$ cat src/rtl/adc_pwr_pkg.sv
package adc_pwr_pkg;

  localparam logic [2:0] LVL_OFF  = 3'b000;
  localparam logic [2:0] LVL_CDN  = 3'b110;
  localparam logic [2:0] LVL_ON   = 3'b111;

  typedef enum logic [2:0] {
    CMD_HOLD  = 3'd0,
    CMD_OFF   = 3'd1,
    CMD_PAUSE = 3'd2,
    CMD_FULL  = 3'd3,
    CMD_CORE  = 3'd4
  } tmr_cmd_e;

  function automatic logic lvl_reserved(input logic [2:0] code);
    return code[2] ^ code[1];
  endfunction

endpackage

$ cat src/rtl/adc_pwr_decode.sv
module adc_pwr_decode
  import adc_pwr_pkg::*;
(
  input  logic       wr_en,
  input  logic [2:0] wr_level,
  input  logic [2:0] cur_level,
  input  logic       bg_settled,
  output logic       accept,
  output logic       reserved_hit,
  output tmr_cmd_e   cmd
);

  always_comb begin
    reserved_hit = wr_en && lvl_reserved(wr_level);
    accept       = wr_en && !lvl_reserved(wr_level) && (wr_level != cur_level);
    cmd          = CMD_HOLD;
    if (accept) begin
      if (wr_level[2:1] == 2'b00)
        cmd = CMD_OFF;
      else if (bg_settled)
        cmd = wr_level[0] ? CMD_CORE : CMD_PAUSE;
      else
        cmd = CMD_FULL;
    end
  end

endmodule

$ cat src/rtl/adc_pwr_timer.sv
module adc_pwr_timer
  import adc_pwr_pkg::*;
#(
  parameter int FULL_CYC = 5000,
  parameter int CORE_CYC = 20,
  localparam int MAX_CYC = (FULL_CYC > CORE_CYC) ? FULL_CYC : CORE_CYC,
  localparam int CW      = $clog2(MAX_CYC + 1)
) (
  input  logic     clk,
  input  logic     rst,
  input  tmr_cmd_e cmd,
  output logic     done,
  output logic     settled
);

  logic [CW-1:0] cnt_q;
  logic          settled_q;

  always_ff @(posedge clk) begin
    if (rst) begin
      cnt_q     <= '0;
      settled_q <= 1'b0;
    end else begin
      case (cmd)
        CMD_OFF: begin
          cnt_q     <= '0;
          settled_q <= 1'b0;
        end
        CMD_PAUSE: cnt_q <= '0;
        CMD_FULL: begin
          cnt_q     <= CW'(FULL_CYC);
          settled_q <= 1'b0;
        end
        CMD_CORE: cnt_q <= CW'(CORE_CYC);
        default: begin
          if (cnt_q != '0) begin
            cnt_q <= cnt_q - 1'b1;
            if (cnt_q == CW'(1)) settled_q <= 1'b1;
          end
        end
      endcase
    end
  end

  assign done    = (cmd == CMD_HOLD) && (cnt_q == CW'(1));
  assign settled = settled_q;

  AST_CNT_BOUND: assert property (@(posedge clk) disable iff (rst)
    cnt_q <= CW'(MAX_CYC));

  AST_RESTART_LOAD: assert property (@(posedge clk) disable iff (rst)
    (cmd == CMD_FULL) |=> (cnt_q == CW'(FULL_CYC)) && !settled_q);

endmodule

$ cat src/rtl/adc_pwr_gate.sv
module adc_pwr_gate (
  input  logic clk,
  input  logic rst,
  input  logic restart,
  input  logic done,
  input  logic lvl_on,
  input  logic conv_req,
  output logic ready,
  output logic conv_start,
  output logic conv_blocked
);

  logic ready_q, start_q, blocked_q;

  always_ff @(posedge clk) begin
    if (rst) begin
      ready_q   <= 1'b0;
      start_q   <= 1'b0;
      blocked_q <= 1'b0;
    end else begin
      if (restart)
        ready_q <= 1'b0;
      else if (done && lvl_on)
        ready_q <= 1'b1;
      start_q <= conv_req && ready_q;
      if (conv_req && !ready_q) blocked_q <= 1'b1;
    end
  end

  assign ready        = ready_q;
  assign conv_start   = start_q;
  assign conv_blocked = blocked_q;

  AST_BLOCKED_STICKY: assert property (@(posedge clk) disable iff (rst)
    blocked_q |=> blocked_q);

  AST_START_PULSE: assert property (@(posedge clk) disable iff (rst)
    start_q && !$past(conv_req) |-> 1'b0);

endmodule

$ cat src/rtl/adc_pwr_seq.sv
module adc_pwr_seq
  import adc_pwr_pkg::*;
#(
  parameter int CLK_HZ  = 50_000_000,
  parameter int FULL_US = 5000,
  parameter int CORE_US = 20
) (
  input  logic       clk,
  input  logic       rst,
  input  logic       wr_en,
  input  logic [2:0] wr_level,
  input  logic       wr_ext_ref,
  input  logic       conv_req,
  output logic [1:0] bgref_en,
  output logic       core_en,
  output logic       ext_ref_sel,
  output logic       ready,
  output logic       conv_start,
  output logic       reserved_err,
  output logic       conv_blocked
);

  localparam logic [63:0] FULL_PROD = 64'(CLK_HZ) * 64'(FULL_US);
  localparam logic [63:0] CORE_PROD = 64'(CLK_HZ) * 64'(CORE_US);
  localparam int FULL_RAW = int'(FULL_PROD / 64'd1_000_000);
  localparam int CORE_RAW = int'(CORE_PROD / 64'd1_000_000);
  localparam int FULL_CYC = (FULL_RAW < 1) ? 1 : FULL_RAW;
  localparam int CORE_CYC = (CORE_RAW < 1) ? 1 : CORE_RAW;

  logic [2:0] lvl_q;
  logic       ext_q, rerr_q;
  logic       accept, reserved_hit, tmr_done, bg_settled;
  tmr_cmd_e   cmd;

  adc_pwr_decode u_dec (
    .wr_en       (wr_en),
    .wr_level    (wr_level),
    .cur_level   (lvl_q),
    .bg_settled  (bg_settled),
    .accept      (accept),
    .reserved_hit(reserved_hit),
    .cmd         (cmd)
  );

  adc_pwr_timer #(
    .FULL_CYC(FULL_CYC),
    .CORE_CYC(CORE_CYC)
  ) u_tmr (
    .clk    (clk),
    .rst    (rst),
    .cmd    (cmd),
    .done   (tmr_done),
    .settled(bg_settled)
  );

  adc_pwr_gate u_gate (
    .clk         (clk),
    .rst         (rst),
    .restart     (cmd != CMD_HOLD),
    .done        (tmr_done),
    .lvl_on      (lvl_q == LVL_ON),
    .conv_req    (conv_req),
    .ready       (ready),
    .conv_start  (conv_start),
    .conv_blocked(conv_blocked)
  );

  always_ff @(posedge clk) begin
    if (rst) begin
      lvl_q  <= LVL_OFF;
      ext_q  <= 1'b0;
      rerr_q <= 1'b0;
    end else begin
      if (accept) lvl_q <= wr_level;
      if (wr_en && !reserved_hit && (lvl_q[2:1] == 2'b00)) ext_q <= wr_ext_ref;
      if (reserved_hit) rerr_q <= 1'b1;
    end
  end

  assign bgref_en     = lvl_q[2:1];
  assign core_en      = lvl_q[0];
  assign ext_ref_sel  = ext_q;
  assign reserved_err = rerr_q;

  AST_RESERVED_HOLD: assert property (@(posedge clk) disable iff (rst)
    wr_en && lvl_reserved(wr_level) |=> $stable({bgref_en, core_en, ext_ref_sel}));

  AST_RESERVED_FLAG: assert property (@(posedge clk) disable iff (rst)
    wr_en && lvl_reserved(wr_level) |=> reserved_err);

  AST_EXT_FROZEN: assert property (@(posedge clk) disable iff (rst)
    (bgref_en != 2'b00) |=> $stable(ext_ref_sel));

  AST_READY_FULL_ONLY: assert property (@(posedge clk) disable iff (rst)
    ready |-> (bgref_en == 2'b11) && core_en);

  AST_READY_AFTER_SETTLE: assert property (@(posedge clk) disable iff (rst)
    $rose(ready) |-> bg_settled);

  AST_CONV_GATED: assert property (@(posedge clk) disable iff (rst)
    conv_start |-> $past(ready && conv_req));

endmodule

$ cat config.mk
export PLATFORM = sky130hd
export DESIGN_NAME = adc_pwr_seq
export DESIGN_NICKNAME = d
export VERILOG_FILES = /design/src/rtl/adc_pwr_pkg.sv /design/src/rtl/adc_pwr_decode.sv /design/src/rtl/adc_pwr_timer.sv /design/src/rtl/adc_pwr_gate.sv /design/src/rtl/adc_pwr_seq.sv
export SDC_FILE = /design/constraint.sdc
export NUM_CORES = 1
export LEC_CHECK = 0
export CORE_ASPECT_RATIO = 1.4
export CORE_MARGIN = 1.5
export CORE_UTILIZATION = 45
export CTS_CLUSTER_SIZE = 25
export DETAILED_ROUTE_END_ITERATION = 8
export PLACE_DENSITY = 0.75
export SLEW_MARGIN = 0
export SYNTH_ARGS = -nofsm -noshare
export SYNTH_HDL_FRONTEND = slang
export SYNTH_SLANG_ARGS = --single-unit
$ cat constraint.sdc
create_clock -name clk -period 2.6 [get_ports clk]
set_input_delay 0.52 -clock clk [delete_from_list [all_inputs] [get_ports clk]]
set_output_delay 0.52 -clock clk [all_outputs]
set_load 0.02 [all_outputs]
# After elaboration in Yosys (flattened, before gate mapping)
# Index checks and enable logic that the tools add are counted.
[word_totals]
register_bits = 27
latchBits = 0
ramBits = 0
rom_bits = 0
output_inout_bits = 8
elab_cells = 52
memories = 0
[op_classes]
addsub = 1
n_mul = 0
n_div = 0
order_cmp = 0
eq_ne = 7
n_shift = 0
muxes = 9
bitwise_logic = 2
reduce_logical = 25
[op_table]
columns = ["operator", "count"]
rows = [
  ["case mux 18 bit (3 select lines)", 1],
  ["equality test 18 x 1 -> 1 bit (second input constant)", 1],
  ["two-way mux 18 bit", 1],
  ["nonzero test 18 bit", 1],
  ["subtractor 18 x 1 -> 18 bit (second input constant)", 1],
  ["two-way mux 3 bit", 4],
  ["logical AND 1 bit", 9],
  ["OR reduction 2 bit", 4],
  ["equality test 3 x 2 -> 1 bit (second input constant)", 2],
  ["equality test 3 bit (second input constant)", 2],
  ["zero test 2 bit", 2],
  ["nonzero test 2 bit", 2],
  ["nonzero test 4 bit", 1],
  ["equality test 3 x 1 -> 1 bit (second input constant)", 1],
  ["zero test 1 bit", 3],
  ["zero test 3 bit", 1],
  ["inequality test 3 bit", 1],
  ["AND reduction 3 bit", 1],
  ["nonzero test 3 bit", 1],
  ["two-way mux 1 bit", 2],
  ["case mux 1 bit (2 select lines)", 1],
  ["NOT 1 bit", 1],
  ["bitwise XOR 1 bit", 1],
]

# Depth between registers and ports, before layout
[logic_depth]
depth_word = 9
mapped_depth = 9
mapped_depth_nobuf = 7

# Hierarchy
# Synthesis repeated with hierarchy kept, for this count alone.
[hier_totals]
cells_unflattened = 169
hier_area_um2 = 1471.4
[by_module_without_submodules]
columns = ["mod", "instances", "cells_each", "area_each_um2", "seq_area_each_um2"]
rows = [
  ["adc_pwr_timer", 1, 126, 1066.0, 380.4],
  ["adc_pwr_seq", 1, 19, 209.0, 100.1],
  ["adc_pwr_decode", 1, 14, 100.1, 0.0],
  ["adc_pwr_gate", 1, 10, 96.3, 60.1],
]

# Worst setup path after synthesis
# Ideal clock, no wire load.
[synth_timing]
kind = "input to register"
startpoint = "input port wr_level[1]"
endpoint = "register u_tmr.cnt_q[0]"
setup_time_ns = 0.124
t_arrival_ns = 1.871
setup_slack_ns = 0.605
path_stages = 8
n_path_buf = 2
cell_sequence = "inv_1 > ha_1 > nand2b_1 > buf_2 > a31oi_2 > or2_2 > clkbuf_1 > nor2_1"
[synth_between]
elab_chain_cells = 8
word_cells_on_any_way = 15
[synth_rtl]
columns = ["item", "line_no", "source"]
rows = [
  ["from (decl)", "adc_pwr_seq.sv:11", "input logic [2:0] wr_level,"],
  ["bitwise XOR 1 bit", "adc_pwr_pkg.sv:16", "return code[2] ^ code[1];"],
  ["zero test 1 bit", "adc_pwr_decode.sv:15", "accept = wr_en && !lvl_reserved(wr_level) && (wr_level != cur_level);"],
  ["logical AND 1 bit (2 in series)", "adc_pwr_decode.sv:15", ""],
  ["two-way mux 3 bit *", "adc_pwr_decode.sv:17", "if (accept) begin"],
  ["equality test 3 x 1 -> 1 bit / equality test 3 x 2 -> 1 bit (equally long branches)", "adc_pwr_timer.sv:24", "case (cmd)"],
  ["OR reduction 2 bit (no line)", "--", ""],
  ["case mux 18 bit (3 select lines) / nonzero test 4 bit (equally long branches)", "--", ""],
  ["to (signal assigned)", "adc_pwr_timer.sv:31", "cnt_q <= CW'(FULL_CYC);"],
  ["to (signal assigned)", "adc_pwr_timer.sv:34", "CMD_CORE: cnt_q <= CW'(CORE_CYC);"],
  ["to (signal assigned)", "adc_pwr_timer.sv:37", "cnt_q <= cnt_q - 1'b1;"],
  ["to (decl)", "adc_pwr_timer.sv:16", "logic [CW-1:0] cnt_q;"],
]
# Mark *: on every way between the ends. The rest lies on a longest branch, timed or not.
# A chain may end at the register's enable or synchronous reset.

# Worst setup path after layout
[layout_timing]
startpoint = "input port wr_level[1]"
endpoint = "register u_tmr.cnt_q[3]"
# The elaborated chain is that of the path after synthesis.

==> flow_summary.yaml <==
logic_synthesis:
  synth_fa_ha_area_frac: 0.0359
  ys_seq_elements: 27
  synth_fp_nets: 172
  synth_compound_gate_area_share: 0.123
  yosysWarnings: 0
  avgSynthCellArea_um2: 8.72
  synth_cells: 160
  synth_top_family_by_area: "simple AND/OR/NAND/NOR gates"
  synth_cell_type_count: 36
  synth_simple_gate_area_frac: 0.277
  synth_edf_count: 0
  syn_area_um2: 1400
  synth_ff_type: "dfxtp_1"
  synth_mux_area_frac: 0.00717
  yosysSeqAreaShare: 0.387
  synth_xor_area_frac: 0.126
  synth-async-reset-ratio: 0
finish:
  final_net_count: 188
  final_common_cell: "dfxtp_1"
  layout_common_cells: "dfxtp_1, nor2_1, a21oi_1, xnor2_1"
  syn_to_final_growth_pct: 15.7
  num_antenna_cells: 0
  drive_above_1_share: 0.0857
die:
  io_pins: 16
  dieArea_um2: 3450
  die-width_um: 50.1
  core-area_um2: 2910
  die_y_um: 68.9
  initial_utilization: 0.480
  rows: 23
critical_path:
  critPathLaunchType: "primary input"
  crit_path_top_delay_cell: "clkdlybuf4s50_1"
  end_kind: "flop"
  arrival_ps: 2440
  cp_data_required_time_ps: 2810
  cp_slowest_stage_delay_ps: 490
  crit_chain: "clkdlybuf4s50_1 -> inv_1 -> ha_1 -> nand2b_1 -> a31oi_2 -> nand4b_1 -> a21oi_1"
  r2r_cells: 5
  reg2reg_from: "u_tmr.cnt_q[6]"
  criticalPathCategory: "primary input to flop"
  r2r_slack_ps: 600
  critPathMaxFanout: 7
  r2r-end: "u_tmr.cnt_q[7]"
routing:
  drcViolationCount: 0
  vias: 1149
  ant_nets: 0
  dr.pass1.iters: 4
  first_iter_violations: 32
  viasPerCell: 5.42
  wl_per_cell_um: 13.9
  drt-total-wl_um: 2940
power_and_ir_drop:
  powerDensity_nw_per_um2: 1280
  fin_total_pwr_mw: 2.06
  leakagePower_nw: 0.598
  max-vdd-ir-drop_mv: 0.588
global_routing:
  gr-usage-all-layers: 0.196
  grt_pass1_wl_um: 5240
  grt_max_degree: 22
  antenna_found_initial: 0
  grt_pass1_vias: 1221
  grt-ovfl-total: 0
  use_met1: 0.207
  met2_usage: 0.400
  gr-usage-met3: 0.00862
  busiest_layer: "met2"
clock_tree:
  clkLatencyLatePin_ps: 270
  cts_buffers: 3
  root_buffer: "clkbuf_8"
  cts_tree: "yes"
  cts_sinks: 27
  holdBufCountCts: 0
  cts_buffer_depth: 2
  ctsHtreeMaxLevel: 1
  postCtsSetupBuffers: 0
  path_clk_slew_ps: 90
  cts_resized: 0
sta:
  tns_ps: 0
  setup_viol: 0
  period_share: 0.860
  fin_skew_ps: 5.06
  max_freq_mhz: 447
  rsz0062_at_grt: "false"
  hold_violations: 0
  worst_slew_pin_slew_ps: 627
  slew_violations: 0
  fin_crit_ps: 2240
  max_slew_margin: 0.579
placed_design:
  gp_congestion: 0.880
  hpwl_um: 2280
  io_buffer_count: 15
outcome:
  status: "finished, final reports clean"
min_path:
  whs_endpoint: "u_gate.conv_blocked"
  hold_path_class: "flop to flop"
  whs_path_depth: 2
  hold_start: "u_gate.conv_blocked"
run:
  max-cap-violations: 0
==> layout make-up <==
class                           count  area (um2)
Clock buffer                        3        41.3
Clock inverter                      1        5.00
Fill cell                         267        1290
Inverter                            6        22.5
Multi-Input combinational cell    121         793
Sequential cell                    27         541
Tap cell                           37        46.3
Timing Repair Buffer               17         165
==> cell families (layout without fill, tap and decap cells) <==
logic type,after synthesis,count (layout)
buffers and inverters,12,27
AOI/OAI and AO/OA,27,27
DFF,27,27
muxes,1,1
adders and majority gates,4,4
xor gates and xnor gates,20,20
and+or+nand+nor,69,69
==> how the worst max path moves through the flow <==
stage	end	startpoint	slack, ps	depth (start not counted)
after global placement	u_tmr.cnt_q[3]	wr_level[1]	210	7
after CTS	u_tmr.cnt_q[6]	wr_level[1]	380	7
after global routing	u_tmr.cnt_q[5]	wr_level[1]	200	7
after detailed placement	u_tmr.cnt_q[3]	wr_level[1]	100	7
after floorplan	u_tmr.cnt_q[0]	wr_level[1]	610	8
final	u_tmr.cnt_q[3]	wr_level[1]	360	7
==> through the flow <==
| stage | instance area, um2 | setup WS [ps] | utilization | instances | hold WS, ps |
|---|---|---|---|---|---|
| floorplan | 1400 | 605 | - | 160 | 496 |
| global placement | 1570 | 208 | 0.539 | 208 | 452 |
| detailed placement | 1570 | 95.1 | 0.539 | 208 | 471 |
| CTS | 1610 | 376 | 0.555 | 212 | 493 |
| global route | 1610 | 195 | 0.555 | 212 | 519 |
| finish | 1610 | 364 | 0.555 | 212 | 485 |
==> layer usage <==
metal / wire, um / up-vias
li1: - / 575
met1: 1140 / 544
met2: 1700 / 26
met3: 72 / 4
met4: 29 / 0
met5: 0 / -
==> sequential cells by signal (all words and copies together) (netlist names) <==
signal / cells
u_gate.ready: 1
lvl_q: 3
reserved_err: 1
ext_ref_sel: 1
u_gate.conv_start: 1
u_tmr.cnt_q: 18
u_tmr.settled: 1
u_gate.conv_blocked: 1
==> worst max-delay path: cells and delay by family <==
| kind | cells | cell delay [ps] |
|---|---|---|
| AOI/OAI and AO/OA | 2 | 580 |
| adders and majority gates | 1 | 310 |
| buffers and inverters | 2 | 560 |
| and+or+nand+nor | 2 | 470 |
==> synthesized netlist by cell type (all sizes together) (3+ instances only) <==
master | n | area (um2)
nor3 | 6 | 35.0
nand4b | 3 | 26.3
a21oi | 21 | 116
clkbuf | 3 | 11.3
nand2 | 16 | 67.6
nor2 | 23 | 86.3
ha | 4 | 50.1
buf | 3 | 27.5
inv | 6 | 22.5
nor4 | 4 | 61.3
nand3 | 3 | 15.0
xnor2 | 19 | 166
nand4 | 5 | 31.3
dfxtp | 27 | 541
==> where the power goes <==
group / internal [mW] / switching [mW]
clock network: 0.107 / 0.128
logic: 0.512 / 0.606
registers: 0.539 / 0.168
No activity file was read; power rests on OpenSTA's default activity.
